File: src/rtl/pwm_pkg.sv
package pwm_pkg;
  typedef enum logic {
    EDGE_SINGLE = 1'b0,
    EDGE_DOUBLE = 1'b1
  } edge_mode_e;
endpackage

File: src/rtl/pwm_regs.sv
module pwm_regs #(
  parameter int CW     = 16,
  parameter int NOUT   = 6,
  parameter int NMATCH = NOUT + 1,
  parameter int AW     = 4
) (
  input  logic            clk,
  input  logic            rst_n,
  input  logic            we,
  input  logic [AW-1:0]   addr,
  input  logic [CW-1:0]   wdata,
  input  logic            wrap,
  output logic [CW-1:0]   act_o [NMATCH],
  output logic [NOUT-1:0] mode_o,
  output logic [NOUT-1:0] en_o
);
  localparam logic [AW-1:0] ADDR_MODE  = AW'(NMATCH);
  localparam logic [AW-1:0] ADDR_EN    = AW'(NMATCH + 1);
  localparam logic [AW-1:0] ADDR_LATCH = AW'(NMATCH + 2);

  logic [CW-1:0] shadow [NMATCH];
  logic          armed;
  logic          commit;

  assign commit = wrap && armed;

  always_ff @(posedge clk or negedge rst_n) begin
    if (!rst_n)                        armed <= 1'b0;
    else if (we && addr == ADDR_LATCH) armed <= 1'b1;
    else if (wrap)                     armed <= 1'b0;
  end

  for (genvar i = 0; i < NMATCH; i++) begin : g_match
    always_ff @(posedge clk or negedge rst_n) begin
      if (!rst_n) begin
        shadow[i] <= '0;
        act_o[i]  <= '0;
      end else begin
        if (we && addr == AW'(i)) shadow[i] <= wdata;
        if (commit)               act_o[i]  <= shadow[i];
      end
    end
  end

  always_ff @(posedge clk or negedge rst_n) begin
    if (!rst_n) begin
      mode_o <= '0;
      en_o   <= '0;
    end else if (we) begin
      if (addr == ADDR_MODE) mode_o <= wdata[NOUT-1:0];
      if (addr == ADDR_EN)   en_o   <= wdata[NOUT-1:0];
    end
  end
endmodule

File: src/rtl/pwm_timebase.sv
module pwm_timebase #(
  parameter int CW     = 16,
  parameter int NMATCH = 7
) (
  input  logic              clk,
  input  logic              rst_n,
  input  logic              tick,
  input  logic [CW-1:0]     act [NMATCH],
  output logic [CW-1:0]     cnt_o,
  output logic [NMATCH-1:0] ev_o
);
  for (genvar i = 0; i < NMATCH; i++) begin : g_cmp
    assign ev_o[i] = tick && (cnt_o == act[i]);
  end

  always_ff @(posedge clk or negedge rst_n) begin
    if (!rst_n)     cnt_o <= '0;
    else if (tick)  cnt_o <= ev_o[0] ? '0 : cnt_o + 1'b1;
  end
endmodule

File: src/rtl/pwm_chan.sv
module pwm_chan
  import pwm_pkg::*;
(
  input  logic       clk,
  input  logic       rst_n,
  input  logic       en,
  input  edge_mode_e mode,
  input  logic       ev_start,
  input  logic       ev_lead,
  input  logic       ev_trail,
  output logic       out
);
  logic set_ev;

  assign set_ev = (mode == EDGE_DOUBLE) ? ev_lead : ev_start;

  always_ff @(posedge clk or negedge rst_n) begin
    if (!rst_n)        out <= 1'b0;
    else if (!en)      out <= 1'b0;
    else if (ev_trail) out <= 1'b0;
    else if (set_ev)   out <= 1'b1;
  end
endmodule

File: src/rtl/pwm_edge_gen.sv
module pwm_edge_gen
  import pwm_pkg::*;
#(
  parameter int CW     = 16,
  parameter int NOUT   = 6,
  localparam int NMATCH = NOUT + 1,
  localparam int AW     = $clog2(NMATCH + 3)
) (
  input  logic              clk,
  input  logic              rst_n,
  input  logic              cnt_tick,
  input  logic              cfg_we,
  input  logic [AW-1:0]     cfg_addr,
  input  logic [CW-1:0]     cfg_wdata,
  output logic [NOUT-1:0]   pwm_o,
  output logic [NMATCH-1:0] match_irq_o
);
  logic [CW-1:0]        act [NMATCH];
  logic [NMATCH*CW-1:0] act_flat;
  logic [NOUT-1:0]      mode_q;
  logic [NOUT-1:0]      en_q;
  logic [CW-1:0]        cnt;
  logic [NMATCH-1:0]    ev;

  pwm_regs #(.CW(CW), .NOUT(NOUT), .NMATCH(NMATCH), .AW(AW)) u_regs (
    .clk    (clk),
    .rst_n  (rst_n),
    .we     (cfg_we),
    .addr   (cfg_addr),
    .wdata  (cfg_wdata),
    .wrap   (ev[0]),
    .act_o  (act),
    .mode_o (mode_q),
    .en_o   (en_q)
  );

  pwm_timebase #(.CW(CW), .NMATCH(NMATCH)) u_tb (
    .clk   (clk),
    .rst_n (rst_n),
    .tick  (cnt_tick),
    .act   (act),
    .cnt_o (cnt),
    .ev_o  (ev)
  );

  for (genvar k = 0; k < NOUT; k++) begin : g_ch
    pwm_chan u_ch (
      .clk      (clk),
      .rst_n    (rst_n),
      .en       (en_q[k]),
      .mode     (edge_mode_e'(mode_q[k])),
      .ev_start (ev[0]),
      .ev_lead  (ev[k]),
      .ev_trail (ev[k+1]),
      .out      (pwm_o[k])
    );
  end

  for (genvar i = 0; i < NMATCH; i++) begin : g_flat
    assign act_flat[i*CW +: CW] = act[i];
  end

  always_ff @(posedge clk or negedge rst_n) begin
    if (!rst_n) match_irq_o <= '0;
    else        match_irq_o <= ev;
  end
endmodule

File: config.mk
export PLATFORM = sky130hd
export DESIGN_NAME = pwm_edge_gen
export DESIGN_NICKNAME = d
export VERILOG_FILES = /design/src/rtl/pwm_pkg.sv /design/src/rtl/pwm_regs.sv /design/src/rtl/pwm_timebase.sv /design/src/rtl/pwm_chan.sv /design/src/rtl/pwm_edge_gen.sv
export SDC_FILE = /design/constraint.sdc
export NUM_CORES = 1
export LEC_CHECK = 0
export BUFFER_PORTS_ARGS = -buffer_cell sky130_fd_sc_hd__buf_2
export CAP_MARGIN = 40
export CORE_ASPECT_RATIO = 0.5
export CORE_MARGIN = 3
export CORE_UTILIZATION = 40
export CTS_CLUSTER_SIZE = 14
export DETAILED_ROUTE_END_ITERATION = 12
export SLEW_MARGIN = 0
export SYNTH_ARGS = -nofsm -noshare
export SYNTH_HDL_FRONTEND = slang
export SYNTH_SLANG_ARGS = --single-unit
File: constraint.sdc
create_clock -name clk -period 2.6 [get_ports clk]
set_input_delay 0.26 -clock clk [delete_from_list [all_inputs] [get_ports clk]]
set_output_delay 0.26 -clock clk [all_outputs]
set_load 0.02 [all_outputs]
# After elaboration in Yosys (flattened, before gate mapping)
# Index checks and enable logic that the tools add are counted.
[op_classes]
add_sub_neg = 1
multipliers = 0
n_div = 0
order_cmp = 0
eq_ne = 22
shift = 0
n_mux = 26
bitwise_logic = 0
n_reduce_logical = 20
[ops]
columns = ["operator", "count"]
rows = [
  ["== test 16 bit", 7],
  ["2-to-1 mux 1 bit", 25],
  ["!= test 3 x 1 -> 1 bit, second input constant", 6],
  ["adder 16 x 1 -> 16 bit, second input constant", 1],
  ["== test 4 x 3 -> 1 bit, second input constant", 4],
  ["logical AND 1 bit", 16],
  ["2-to-1 mux 16 bit", 1],
  ["== test 4 x 2 -> 1 bit, second input constant", 2],
  ["== test 4 bit, second input constant", 2],
  ["== test 4 x 1 -> 1 bit, second input constant", 1],
  ["zero test 4 bit", 1],
  ["AND reduction 2 bit", 2],
  ["nonzero test 2 bit", 1],
]
[totals]
regBits = 266
latchBits = 0
ramBits = 0
mem_bits_ro = 0
input_bits = 24
output_inout_bits = 13
word_cells = 94
mem_count = 0

# Logic depth before layout (Yosys ltp)
[depth]
ltp_word = 6
depth_mapped = 9
mapped_depth_nobuf = 6

# Hierarchy
# A second synthesis with hierarchy kept.
[hier_totals]
hier_cells = 803
area_unflattened_um2 = 11571.1
[by_module_without_submodules]
columns = ["mod", "n_inst", "cells_per_inst", "area_per_inst_um2", "seq_area_each_um2"]
rows = [
  ["pwm_regs", 1, 515, 8903.5, 5930.7],
  ["pwm_timebase", 1, 251, 2192.1, 400.4],
  ["pwm_chan", 6, 5, 50.0, 25.0],
  ["pwm_edge_gen", 1, 7, 175.2, 175.2],
]

# Worst setup path before layout
# OpenSTA, ideal clock, no wires.
[synth_timing]
path_type = "reg2reg"
from = "register u_tb.cnt_o[1]"
to = "register u_regs.act_o[100] (netlist bit)"
setup_time_ns = 0.125
t_arrival_ns = 1.832
required_ns = 2.475
path_slack_ns = 0.643
stages_incl_launch_ff = 9
n_path_buf = 3
synth_period_minus_slack_ns = 1.957
cell_sequence = "dfrtp_1 > buf_4 > xnor2_1 > nand4_1 > nor3_2 > nand3_1 > buf_6 > buf_6 > mux2_4"
[synth_via]
elab_chain_len = 3
[synth_rtl]
columns = ["item", "line", "source"]
rows = [
  ["from (decl)", "pwm_timebase.sv:9", "output logic [CW-1:0] cnt_o,"],
  ["from (signal assigned)", "pwm_timebase.sv:18", "else if (tick) cnt_o <= ev_o[0] ? '0 : cnt_o + 1'b1;"],
  ["== test 16 bit", "pwm_timebase.sv:13", "assign ev_o[i] = tick && (cnt_o == act[i]);"],
  ["logical AND 1 bit", "pwm_timebase.sv:13", ""],
  ["logical AND 1 bit", "pwm_regs.sv:25", "assign commit = wrap && armed;"],
  ["to (signal, indexed assignment)", "pwm_regs.sv:40", "if (commit) act_o[i] <= shadow[i];"],
  ["to (decl)", "pwm_regs.sv:13", "output logic [CW-1:0] act_o [NMATCH],"],
]
# Every way passes these cells.
# A chain may end at the register's enable or synchronous reset.

# Final worst setup path
[layout_timing]
from = "register u_tb.cnt_o[13]"
to = "register u_regs.act_o[52] (netlist bit)"
# The elaborated chain is that of the path after synthesis.

==> metrics.cfg <==
[timing]
fin_crit_sh_pct = 92.9
slew_headroom_pct = 55.5
finalSetupViolCount = 0
worstMarginPinSlew_ns = 0.667
fin_setup_tns_ns = 0
period_needed_ns = 2.42
drv_slew = 0
grt_setup_unrepaired = false
finClkSkew_ns = 0.0122
fin_hold_ws_ns = 0.0665
finalHoldViolCount = 0
max_freq_ghz = 0.414

[synthesis]
syn-num-nets = 844
post-synth-top-count-cell = dfrtp_1
synthTopCellsByCount = 265 x dfrtp_1, 152 x mux2_2, 114 x xnor2_1, 80 x mux2_4
synthTopCellsByArea = dfrtp_1 56%, mux2_2 15%, mux2_4 10%, xnor2_1 8.5%, nand4_1 1.3%
yosys_warnings = 0
async_reset_ff_share_pct = 100
avgSynthCellArea_um2 = 14.4
synth_edf_count = 0
yosys.cell_types.count = 38
synth_area_leader_cell = dfrtp_1
syn-cell-area_um2 = 11800
synth_top_area_share_pct = 56.3
ys_seq_area_share_pct = 56.3
synthCells = 819
ys_ff_latch = 265
synth_flop_cell = dfrtp_1

[detailed_routing]
vias = 6475
wire_per_inst_um = 22.0
ant_nets = 0
drt_iter0_drc = 344
drc_errors = 0
via_per_inst = 5.10
firstDrtPassIters = 4
wl_um = 28000

[run]
cap_violations = 0

[clock_tree]
clkLatencyLatePin_ns = 0.53
cts_resized = 0
holdBufCountCts = 1
cts_inserted_buffers = 25
htree_levels = 1
cts_tree = built
clock-sinks = 265
clk_pin_slew_worst_paths_ns = 0.07
cts-root-buf = clkbuf_16
clk_path_buf_depth = 3
post_cts_buffers = 0

[status]
outcome = complete, no violations

[grt]
antenna_found_initial = 1
grtUsageTotal_pct = 18.1
grt_pass1_wl_um = 43600
grt_overflow_total = 0
grt_max_degree = 80
grt_pass1_vias = 6881

[layout]
fin_nets = 899
fill_cells = 2474
drive_above_1_share_pct = 39.5
area_growth_pct = 12.6
num_antenna_cells = 0

[floorplanning]
initial_core_util_pct = 41.6
die_w_um = 249
fp-row-count = 43
die_area_um2 = 31700
die_h_um = 127
coreArea_um2 = 28400
io_pins = 37

[power_and_ir_drop]
max-vdd-ir-drop_v = 0.000531
switching_power_w = 0.00444
p_leak_nw = 6.16
comb_power_share_pct = 29.9
power_density_nw_per_um2 = 1070
p_int_w = 0.00978
seq_power_share_pct = 45.5
pwr-share-clk_pct = 24.6
switching_share_pct = 31.2
power_w = 0.0142

[critical_path]
worstPathMaxFanout = 71
required_ns = 3.01
endpoint_kind = flop
critPathKind = flop to flop
cp-start-kind = flop
crit_arrival_ns = 2.83

[placed_design]
dpl.hpwl_um = 19800
gp_congestion = 0.824
port_buffers = 36

[worst_hold_path]
hold_class = primary input to flop

==> cell type report <==
| cell class | count | area [um2] | share of cell area [%] |
|---|---|---|---|
| Inverter | 11 | 41.3 | 0.311 |
| Sequential cell | 265 | 6630 | 50.0 |
| Tap cell | 382 | 478 | 3.60 |
| Clock inverter | 6 | 55.1 | 0.415 |
| Clock buffer | 34 | 699 | 5.27 |
| Multi-Input combinational cell | 494 | 4810 | 36.2 |
| Timing Repair Buffer | 77 | 563 | 4.24 |
==> kinds of logic after synthesis <==
family	count (synthesis)	share of synthesized area, %
AO/OA/AOI/OAI	22	1.16
XOR/XNOR	126	9.36
adder cells (fa/ha/maj)	1	0.106
buffers and inverters	60	3.08
flip-flops	265	56.3
multiplexers	232	24.7
AND/OR/NAND/NOR	113	5.31
==> state kept, by name (all words and copies together) (netlist names) <==
signal         cells
u_regs.shadow    112
u_regs.act_o     112
u_regs.armed       1
u_regs.mode_o      5
g_ch.u_ch.out      6
u_tb.cnt_o        16
u_regs.en_o        6
match_irq_o        7
==> through the flow <==
stage / worst slack (ns) / cells / instance area (um2) / utilization [%]
floorplan: 0.643 / 819 / 11800 / -
global placement: 0.218 / 1228 / 12500 / 44.1
detailed placement: 0.227 / 1228 / 12500 / 44.1
CTS: 0.218 / 1269 / 13300 / 46.8
global route: 0.0961 / 1269 / 13300 / 46.8
finish: 0.184 / 1269 / 13300 / 46.8
==> metal layers <==
layer  vias to the layer above  share of wire [%]  GRT usage, %
met1                      3394                 51          27.8
met2                       104                 43          27.1
met4                         2                1.9          3.53
met5                         -              0.061             0
met3                        40                4.2          3.09
li1                       2935                  -             -
==> worst max-delay path, stage by stage (launching register included) <==
cell and delay (ns):
dfrtp_1 0.55, xnor2_1 0.33, nand4_1 0.26, nor2b_1 0.30
nand3_4 0.14, buf_12 0.27, mux2_4 0.37
==> cell usage in the layout, fill, tap and decap left out, types with 2 or more instances in the layout <==
cell,instances
nor2_1,23
clkbuf_1,5
or4_1,4
nand4_1,24
nand3b_1,5
xnor2_1,114
mux2_2,152
or3_1,2
and3_1,5
nor2b_1,2
nand2_1,17
buf_2,35
nor3_1,2
a21oi_1,6
nor3b_1,2
nand3_1,15
clkinv_2,5
o21ai_0,8
mux2_4,80
buf_4,35
nor4_1,2
dfrtp_1,265
buf_12,5
o31a_1,4
and4_1,2
inv_1,10
clkbuf_16,25
clkbuf_8,4
and2_1,2
xor2_1,12
==> path summary, 6_finish.rpt <==
| path | startpoint | end | slack, ns | cells after the start |
|---|---|---|---|---|
| setup / recovery | u_tb.cnt_o[13]$_DFFE_PN0P_ | u_regs.act_o[52]$_DFFE_PN0P_ | 0.18 | 6 |
| hold / removal | cfg_we | u_regs.armed$_DFFE_PN0P_ | 0.07 | 3 |
| setup reg to reg | u_tb.cnt_o[13]$_DFFE_PN0P_ | u_regs.act_o[52]$_DFFE_PN0P_ | 0.18 | 6 |
| hold reg to reg | u_regs.shadow[108]$_DFFE_PN0P_ | u_regs.act_o[108]$_DFFE_PN0P_ | 0.50 | 1 |
| max in group asynchronous | rst_n | u_tb.cnt_o[14]$_DFFE_PN0P_ | 1.52 | 3 |
| min in group asynchronous | rst_n | u_regs.act_o[63]$_DFFE_PN0P_ | 0.30 | 2 |
==> power groups by stage <==
stage / Sequential, W / Combinational, W / Clock (W)
2_1_floorplan: 0.00613 / 0.00322 / 0
3_3_place_gp: 0.00649 / 0.00418 / 0
3_5_place_dp: 0.00652 / 0.00426 / 0
4_1_cts: 0.00647 / 0.00428 / 0.00358
5_1_grt: 0.00664 / 0.00454 / 0.00374
6_report: 0.00647 / 0.00425 / 0.00350
No activity file was read; power rests on OpenSTA's default activity.
